$ cat src/rtl/ecb_pkg.sv
`timescale 1ns/1ps
// Shared constants of the error counter bank: read address map and the
// bit position of each counter's flag in the status word.
package ecb_pkg;
    localparam int ADDR_W    = 3;
    localparam int NUM_FLAGS = 5;
    localparam int NUM_NIB   = 2;

    localparam int FLG_PAR = 0;
    localparam int FLG_DIS = 1;
    localparam int FLG_FRM = 2;
    localparam int FLG_FEB = 3;
    localparam int FLG_LCV = 4;

    localparam logic [ADDR_W-1:0] A_PAR    = 3'd0;
    localparam logic [ADDR_W-1:0] A_DIS    = 3'd1;
    localparam logic [ADDR_W-1:0] A_FRM    = 3'd2;
    localparam logic [ADDR_W-1:0] A_FEB    = 3'd3;
    localparam logic [ADDR_W-1:0] A_LCV_LO = 3'd4;
    localparam logic [ADDR_W-1:0] A_LCV_HI = 3'd5;
    localparam logic [ADDR_W-1:0] A_STAT   = 3'd6;
endpackage

$ cat src/rtl/ecb_sat_ctr.sv
`timescale 1ns/1ps
// Single error counter of parameter width.
// What it does: counts one per inc pulse. It either holds at its maximum
// (sat_evt) or wraps to zero (wrap_evt), as wrap_mode selects. clr empties
// the counter before the increment is applied, so an inc in the clearing
// cycle leaves the count at 1.
// Assumes: the caller gates inc for freeze and mode conditions.
module ecb_sat_ctr #(
    parameter int W = 8
) (
    input  logic         clk,
    input  logic         rst_n,
    input  logic         inc,
    input  logic         clr,
    input  logic         wrap_mode,
    output logic [W-1:0] count,
    output logic         sat_evt,
    output logic         wrap_evt
);
    localparam logic [W-1:0] MAXV = '1;

    logic [W-1:0] count_q;
    logic [W-1:0] base;
    logic [W-1:0] next;
    logic         full;

    // Next-count arithmetic: clear first, then add the strobe.
    always_comb begin
        base     = clr ? '0 : count_q;
        full     = (base == MAXV);
        sat_evt  = inc & full & ~wrap_mode;
        wrap_evt = inc & full & wrap_mode;
        next     = sat_evt ? base : base + W'(inc);
    end

    // Counter register.
    always_ff @(posedge clk) begin
        if (!rst_n) count_q <= '0;
        else        count_q <= next;
    end

    assign count = count_q;

    p_sat_hold_r3: assert property (@(posedge clk) disable iff (!rst_n)
        (inc && !clr && !wrap_mode && count_q == MAXV) |=> (count_q == MAXV));

    p_wrap_zero_r4: assert property (@(posedge clk) disable iff (!rst_n)
        (inc && !clr && wrap_mode && count_q == MAXV) |=> (count_q == '0));

    p_clear_once_r5: assert property (@(posedge clk) disable iff (!rst_n)
        clr |=> (count_q == W'($past(inc))));
endmodule

$ cat src/rtl/ecb_split_ctr.sv
`timescale 1ns/1ps
// Two-byte error counter whose bytes are cleared separately.
// What it does: keeps one 2*BYTE_W count. A read of either byte zeroes that
// byte before the increment is added, so a carry out of the low byte in the
// cycle that the high byte is read lands in the fresh high byte. It
// saturates at all ones or wraps, and registers a one-cycle carry pulse on
// each wrap.
// Assumes: software reads the low byte before the high byte.
module ecb_split_ctr #(
    parameter int BYTE_W = 8
) (
    input  logic              clk,
    input  logic              rst_n,
    input  logic              inc,
    input  logic              clr_lo,
    input  logic              clr_hi,
    input  logic              wrap_mode,
    output logic [BYTE_W-1:0] lo,
    output logic [BYTE_W-1:0] hi,
    output logic              sat_evt,
    output logic              wrap_evt,
    output logic              carry
);
    localparam int TW = 2 * BYTE_W;

    logic [TW-1:0] cnt_q;
    logic [TW-1:0] base;
    logic [TW-1:0] next;
    logic          full;
    logic          carry_q;

    // Merge the per-byte clears, then apply the strobe to the whole count.
    always_comb begin
        base[BYTE_W-1:0]  = clr_lo ? '0 : cnt_q[BYTE_W-1:0];
        base[TW-1:BYTE_W] = clr_hi ? '0 : cnt_q[TW-1:BYTE_W];
        full     = &base;
        sat_evt  = inc & full & ~wrap_mode;
        wrap_evt = inc & full & wrap_mode;
        next     = sat_evt ? base : base + TW'(inc);
    end

    // Count and carry-pulse registers.
    always_ff @(posedge clk) begin
        if (!rst_n) begin
            cnt_q   <= '0;
            carry_q <= 1'b0;
        end else begin
            cnt_q   <= next;
            carry_q <= wrap_evt;
        end
    end

    assign lo    = cnt_q[BYTE_W-1:0];
    assign hi    = cnt_q[TW-1:BYTE_W];
    assign carry = carry_q;

    p_lo_clear_r7: assert property (@(posedge clk) disable iff (!rst_n)
        (clr_lo && !inc) |=> (lo == '0));

    p_hi_keeps_carry_r7: assert property (@(posedge clk) disable iff (!rst_n)
        (clr_hi && !clr_lo && inc && (&lo)) |=> (hi == BYTE_W'(1)));

    p_carry_zero_r11: assert property (@(posedge clk) disable iff (!rst_n)
        carry |-> (cnt_q == '0));
endmodule

$ cat src/rtl/ecb_status.sv
`timescale 1ns/1ps
// Counter status word and interrupt.
// What it does: each flag is set by its counter's event and cleared by its
// clear request. A set in the same cycle as a clear wins and stays pending.
// The interrupt is the OR of the flags whose enable is set.
// Assumes: set and clr are single-cycle requests from the same clock domain.
module ecb_status #(
    parameter int N = 5
) (
    input  logic         clk,
    input  logic         rst_n,
    input  logic [N-1:0] set,
    input  logic [N-1:0] clr,
    input  logic [N-1:0] int_en,
    output logic [N-1:0] flags,
    output logic         irq
);
    logic [N-1:0] flags_q;

    // Flag register: clear, then set on top.
    always_ff @(posedge clk) begin
        if (!rst_n) flags_q <= '0;
        else        flags_q <= (flags_q & ~clr) | set;
    end

    assign flags = flags_q;
    assign irq   = |(flags_q & int_en);

    p_pending_r6: assert property (@(posedge clk) disable iff (!rst_n)
        (|set) |=> ((flags_q & $past(set)) == $past(set)));

    p_cleared_r5: assert property (@(posedge clk) disable iff (!rst_n)
        (|(clr & ~set)) |=> ((flags_q & $past(clr & ~set)) == '0));
endmodule

$ cat src/rtl/ecb_counter_bank.sv
`timescale 1ns/1ps
// Error counter bank with clear-on-read access.
// What it does: five error tallies (parity, two-nibble disagreement, frame,
// far-end and a 16-bit line-code count) behind a registered read port. Reads
// clear the addressed counter and its flag. Counters saturate or wrap as
// their interrupt enable selects, and the frame and line-code counters can
// be told to wrap silently for external widening through their carry pulses.
// Assumes: strobes are one cycle long and synchronous to clk. The read
// address is decoded only while rd_en is high.
module ecb_counter_bank
    import ecb_pkg::*;
#(
    parameter int CNT_W      = 8,
    parameter int NIB_W      = 4,
    parameter int LCV_BYTE_W = 8
) (
    input  logic                 clk,
    input  logic                 rst_n,
    input  logic                 e3_mode,
    input  logic                 oof,
    input  logic                 sat_dis,
    input  logic [NUM_FLAGS-1:0] int_en,
    input  logic                 err_par,
    input  logic [NUM_NIB-1:0]   err_disag,
    input  logic                 err_frame,
    input  logic                 err_feb,
    input  logic                 err_lcv,
    input  logic                 rd_en,
    input  logic [ADDR_W-1:0]    rd_addr,
    output logic [CNT_W-1:0]     rd_data,
    output logic                 cnt_irq,
    output logic                 lcv_carry,
    output logic                 frame_carry
);
    localparam int DATA_W = CNT_W;

    logic                 legacy_live;
    logic                 rd_par, rd_dis, rd_frm, rd_feb, rd_lo, rd_hi, rd_stat;
    logic [CNT_W-1:0]     par_cnt, frm_cnt, feb_cnt;
    logic [NIB_W-1:0]     nib_cnt [NUM_NIB];
    logic [NUM_NIB-1:0]   nib_sat, nib_wrap;
    logic [LCV_BYTE_W-1:0] lcv_lo, lcv_hi;
    logic                 par_sat, par_wrap, frm_sat, frm_wrap, feb_sat, feb_wrap;
    logic                 lcv_sat, lcv_wrap, lcv_cy;
    logic [NUM_FLAGS-1:0] flg_set, flg_clr, flags;
    logic                 irq;
    logic                 frame_carry_q;
    logic [DATA_W-1:0]    rd_mux, rd_q;

    // Read decode and the condition under which frozen counters may count.
    always_comb begin
        legacy_live = ~oof & ~e3_mode;
        rd_par  = rd_en && (rd_addr == A_PAR);
        rd_dis  = rd_en && (rd_addr == A_DIS);
        rd_frm  = rd_en && (rd_addr == A_FRM);
        rd_feb  = rd_en && (rd_addr == A_FEB);
        rd_lo   = rd_en && (rd_addr == A_LCV_LO);
        rd_hi   = rd_en && (rd_addr == A_LCV_HI);
        rd_stat = rd_en && (rd_addr == A_STAT);
    end

    ecb_sat_ctr #(.W(CNT_W)) u_par (
        .clk(clk), .rst_n(rst_n), .inc(err_par & legacy_live), .clr(rd_par),
        .wrap_mode(int_en[FLG_PAR]), .count(par_cnt),
        .sat_evt(par_sat), .wrap_evt(par_wrap));

    for (genvar g = 0; g < NUM_NIB; g++) begin : g_nib
        ecb_sat_ctr #(.W(NIB_W)) u_nib (
            .clk(clk), .rst_n(rst_n), .inc(err_disag[g] & legacy_live),
            .clr(rd_dis), .wrap_mode(int_en[FLG_DIS]), .count(nib_cnt[g]),
            .sat_evt(nib_sat[g]), .wrap_evt(nib_wrap[g]));
    end

    ecb_sat_ctr #(.W(CNT_W)) u_frm (
        .clk(clk), .rst_n(rst_n), .inc(err_frame), .clr(rd_frm),
        .wrap_mode(int_en[FLG_FRM] | sat_dis), .count(frm_cnt),
        .sat_evt(frm_sat), .wrap_evt(frm_wrap));

    ecb_sat_ctr #(.W(CNT_W)) u_feb (
        .clk(clk), .rst_n(rst_n), .inc(err_feb & legacy_live), .clr(rd_feb),
        .wrap_mode(int_en[FLG_FEB]), .count(feb_cnt),
        .sat_evt(feb_sat), .wrap_evt(feb_wrap));

    ecb_split_ctr #(.BYTE_W(LCV_BYTE_W)) u_lcv (
        .clk(clk), .rst_n(rst_n), .inc(err_lcv), .clr_lo(rd_lo), .clr_hi(rd_hi),
        .wrap_mode(int_en[FLG_LCV] | sat_dis), .lo(lcv_lo), .hi(lcv_hi),
        .sat_evt(lcv_sat), .wrap_evt(lcv_wrap), .carry(lcv_cy));

    // Flag events: saturation always, wrap only when the interrupt is enabled.
    always_comb begin
        flg_set[FLG_PAR] = par_sat | (par_wrap & int_en[FLG_PAR]);
        flg_set[FLG_DIS] = (|nib_sat) | ((|nib_wrap) & int_en[FLG_DIS]);
        flg_set[FLG_FRM] = frm_sat | (frm_wrap & int_en[FLG_FRM]);
        flg_set[FLG_FEB] = feb_sat | (feb_wrap & int_en[FLG_FEB]);
        flg_set[FLG_LCV] = lcv_sat | (lcv_wrap & int_en[FLG_LCV]);
        flg_clr[FLG_PAR] = rd_stat | rd_par;
        flg_clr[FLG_DIS] = rd_stat | rd_dis;
        flg_clr[FLG_FRM] = rd_stat | rd_frm;
        flg_clr[FLG_FEB] = rd_stat | rd_feb;
        flg_clr[FLG_LCV] = rd_stat | rd_hi;
    end

    ecb_status #(.N(NUM_FLAGS)) u_stat (
        .clk(clk), .rst_n(rst_n), .set(flg_set), .clr(flg_clr),
        .int_en(int_en), .flags(flags), .irq(irq));

    // Read multiplexer over the pre-clear values.
    always_comb begin
        case (rd_addr)
            A_PAR:    rd_mux = par_cnt;
            A_DIS:    rd_mux = DATA_W'({nib_cnt[1], nib_cnt[0]});
            A_FRM:    rd_mux = frm_cnt;
            A_FEB:    rd_mux = feb_cnt;
            A_LCV_LO: rd_mux = DATA_W'(lcv_lo);
            A_LCV_HI: rd_mux = DATA_W'(lcv_hi);
            A_STAT:   rd_mux = DATA_W'(flags);
            default:  rd_mux = '0;
        endcase
    end

    // Read data and frame carry registers.
    always_ff @(posedge clk) begin
        if (!rst_n) begin
            rd_q          <= '0;
            frame_carry_q <= 1'b0;
        end else begin
            if (rd_en) rd_q <= rd_mux;
            frame_carry_q <= frm_wrap;
        end
    end

    assign rd_data     = rd_q;
    assign cnt_irq     = irq;
    assign lcv_carry   = lcv_cy;
    assign frame_carry = frame_carry_q;

    p_freeze_r9: assert property (@(posedge clk) disable iff (!rst_n)
        (oof && !rd_par) |=> $stable(par_cnt));

    p_e3_idle_r10: assert property (@(posedge clk) disable iff (!rst_n)
        (e3_mode && !rd_feb) |=> $stable(feb_cnt));

    p_frame_carry_r11: assert property (@(posedge clk) disable iff (!rst_n)
        frame_carry |-> (frm_cnt == '0));
endmodule

$ cat config.mk
export PLATFORM = sky130hd
export DESIGN_NAME = ecb_counter_bank
export DESIGN_NICKNAME = d
export VERILOG_FILES = /design/src/rtl/ecb_pkg.sv /design/src/rtl/ecb_sat_ctr.sv /design/src/rtl/ecb_split_ctr.sv /design/src/rtl/ecb_status.sv /design/src/rtl/ecb_counter_bank.sv
export SDC_FILE = /design/constraint.sdc
export NUM_CORES = 1
export LEC_CHECK = 0
export BUFFER_PORTS_ARGS = -buffer_cell sky130_fd_sc_hd__buf_4
export CORE_ASPECT_RATIO = 1.5
export CORE_MARGIN = 3
export CORE_UTILIZATION = 34
export CTS_BUF_LIST = sky130_fd_sc_hd__clkbuf_8
export DETAILED_ROUTE_END_ITERATION = 7
export GPL_TIMING_DRIVEN = 0
export HOLD_SLACK_MARGIN = 0.02
export PLACE_DENSITY = 0.5
export SYNTH_ARGS = -nofsm -noshare
export SYNTH_HDL_FRONTEND = slang
export SYNTH_SLANG_ARGS = --single-unit
$ cat constraint.sdc
create_clock -name clk -period 3.2 [get_ports clk]
set_input_delay 0.48 -clock clk [delete_from_list [all_inputs] [get_ports clk]]
set_output_delay 0.48 -clock clk [all_outputs]
set_load 0.1 [all_outputs]
==> results.cfg <==
[sta]
finalMaxSlewViolations = 0
rsz0062_at_grt = false
finClkSkew_ps = 9.22
hold_ws_ps = 441
fin_crit_ps = 2570
worstMarginPinSlew_ps = 720
fmax_ghz = 0.390
final_hold_viol_count = 0
finalSetupViolations = 0
relSlewSlack_pct = 51.6
fin_tns_setup_ps = 0
fin_crit_sh_pct = 80.2

[critical_path]
worst-path-max-fanout = 10
arrival_ps = 2850
reg2reg_depth = 7
cpPeakStageDelay_ps = 480
required_ps = 3490
r2r_slack_ps = 1110
crit_slowest_cell = or4_1
endpoint = u_lcv.cnt_q[14]$_SDFF_PN0_
crit_path_start = rd_addr[1]
reg2reg_to = u_lcv.cnt_q[14]$_SDFF_PN0_
timing.rr.start = u_lcv.cnt_q[0]$_SDFF_PN0_
cp_cell_sequence = buf_4 -> buf_2 -> nand4bb_1 -> buf_2 -> and2_1 -> ha_1 -> ha_1 -> nand4_1 -> or2_1 -> or4_1 -> a21oi_1
critical_path_class = input pin to flop
start_kind = input pin
cp-end-kind = flop

[synth]
synth_area_um2 = 3730
synth-async-reset-ratio_pct = 0
yosysMostFrequentCell = dfxtp_1
synthTopCellsByArea = dfxtp_1 (34%), nor2_1 (5.9%), ha_1 (4.0%)
synth_common_cells = dfxtp_1 (63), nor2_1 (59), nand2_1 (40)
synth_cell_types = 69
synth_area_per_cell_um2 = 8.24
synthCells = 453
syn_nets = 485
yosysTopAreaCell = dfxtp_1
synth_top_area_share_pct = 33.8
ys.flop_type = dfxtp_1
synth-seq-area-share_pct = 33.8
yosys_warnings = 0
ys_ff_latch = 63
synth_edf_count = 0

[place]
placed_cell_area_um2 = 4130
place_inst = 626
gp_congestion = 0.881
numPortBuffers = 29
post-dp-hpwl_um = 8980

[floorplanning]
rows = 46
die_h_um = 134
pin_count = 31
coreArea_um2 = 10600
die_x_um = 91.6
initial_core_util_pct = 35.1
die_area_um2 = 12300

[global_routing]
antenna_found_initial = 0
grt_usage_pct = 18.9
grt_pass1_vias = 3463
grt_start_max_net_pins = 12
grt_pass1_wl_um = 17900
grt.overflow.total = 0

[detailed_routing]
dr.pass1.iters = 6
vias = 3626
route.met2.wl_um = 6100
dr.first_iter.drc_count = 264
top_layer = met4
wl_met3_um = 450
detail-route-antenna-nets = 0
vias_per_cell = 5.65
avgRoutedWirePerCell_um = 17.9
routed_wl_um = 11500
wl_met1_um = 4410
drc_errors = 0

[clocking]
h-tree-depth = 3
post_cts_buffers = 0
clkSlewWorstSetupHoldPaths_ps = 70
cts_max_path_buffers = 2
cts_buffers = 9
clk_latency_ps = 360
postCtsHoldBufs = 0
cts_sinks = 63
ctsResizeCount = 0
root_buffer = clkbuf_8
cts_tree = done

[cells_and_area]
post-route-cell-area_um2 = 4330
multi_input_area_um2 = 2340
antenna_cells = 0
seqCellArea_um2 = 1260
n_fill_cell = 1091
fin_nets = 525
final_cell_count_no_fill = 642
syn_to_final_growth_pct = 15.9
layout-drive-gt1-share_pct = 14.9

[power]
power_leakage_nw = 1.62
ir_worst_vdd_mv = 0.155
powerDensity_nw_per_um2 = 386
fin_total_pwr_mw = 1.67

[run]
maxCapViolCount = 0

[hold_path]
hp-class = input pin to flop

[outcome]
status = completed
[final cells by class]
| cell class | count | area share (%) |
|---|---|---|
| multi-input combinational | 362 | 54.0 |
| sequential | 63 | 29.1 |
| timing repair buffer | 29 | 5.03 |
| tap | 144 | 4.16 |
| clock buffer | 10 | 3.18 |
| buffer | 19 | 2.37 |
| clock inverter | 6 | 1.39 |
| inverter | 9 | 0.780 |
[registers in the layout, indices dropped and copies added (netlist names)]
signal	cells
u_feb.count	8
u_lcv.cnt_q	16
u_par.count	8
u_frm.count	8
u_lcv.carry	1
rd_data	8
u_stat.flags	5
g_nib.u_nib.count	8
frame_carry	1
[cells by family after synthesis]
| kind of cell | count (synthesis) | synth area share (%) |
|---|---|---|
| flops | 63 | 33.8 |
| xor+xnor | 16 | 3.75 |
| buf+inv | 28 | 3.65 |
| compound gates | 88 | 15.8 |
| fa+ha+maj | 12 | 4.02 |
| mux | 15 | 4.89 |
| simple gates | 231 | 34.1 |
[critical path, delay by kind of cell]
family | cells | cell delay, ps
AO/OA/AOI/OAI | 1 | 150
adder cells (fa/ha/maj) | 2 | 410
AND/OR/NAND/NOR | 5 | 1300
buffers and inverters | 3 | 510
[where the power goes]
group	internal, mW	total [mW]	switching [mW]	leakage (nW)
sequential	0.793	0.805	0.0111	0.509
clock	0.376	0.713	0.337	0.0981
combinational	0.0571	0.153	0.0955	1.01
[stage by stage]
stage | setup slack, ps | util, %
floorplan | 739 | -
global placement | 331 | 38.8
detailed placement | 287 | 38.8
CTS | 652 | 40.7
global route | 541 | 40.7
finish | 635 | 40.7
[cell usage in the layout (no fill, tap or decap), drive strengths merged, types with 4 or more instances in the layout]
| cell | netlist | layout |
|---|---|---|
| ha | 12 | 12 |
| xnor2 | 10 | 10 |
| nor4 | 7 | 7 |
| nand4 | 14 | 14 |
| nor2b | 4 | 4 |
| a22oi | 7 | 7 |
| nor2 | 60 | 60 |
| o2bb2ai | 4 | 4 |
| o21ai | 15 | 15 |
| nand4bb | 4 | 4 |
| mux2 | 6 | 6 |
| or2 | 4 | 4 |
| clkbuf | 9 | 19 |
| or3 | 5 | 5 |
| o211ai | 4 | 4 |
| inv | 8 | 8 |
| dfxtp | 63 | 63 |
| or4 | 4 | 4 |
| nor3 | 16 | 16 |
| clkinv | 1 | 4 |
| and2 | 22 | 22 |
| and3 | 12 | 12 |
| nand3 | 23 | 23 |
| o31ai | 6 | 6 |
| xor2 | 6 | 6 |
| mux2i | 7 | 7 |
| buf | 10 | 39 |
| a21oi | 26 | 26 |
| nand2 | 40 | 40 |
[layer usage]
| layer | GRT usage [%] | vias up |
|---|---|---|
| li1 | - | 1751 |
| met1 | 19.7 | 1746 |
| met2 | 35.0 | 94 |
| met3 | 3.54 | 35 |
| met4 | 10.5 | 0 |
| met5 | 0 | - |
[worst min-delay path by stage]
stage	from	to	cells after the start
2_1_floorplan	u_stat.flags[2]$_SDFF_PN0_	u_stat.flags[2]$_SDFF_PN0_	2
3_3_place_gp	rd_data[6]$_SDFFE_PN0P_	rd_data[6]$_SDFFE_PN0P_	2
3_5_place_dp	rd_data[1]$_SDFFE_PN0P_	rd_data[1]$_SDFFE_PN0P_	2
4_1_cts	int_en[2]	frame_carry$_SDFF_PN0_	3
5_1_grt	int_en[2]	frame_carry$_SDFF_PN0_	3
6_report	int_en[2]	frame_carry$_SDFF_PN0_	3
Power figures use the tool's default switching activity.
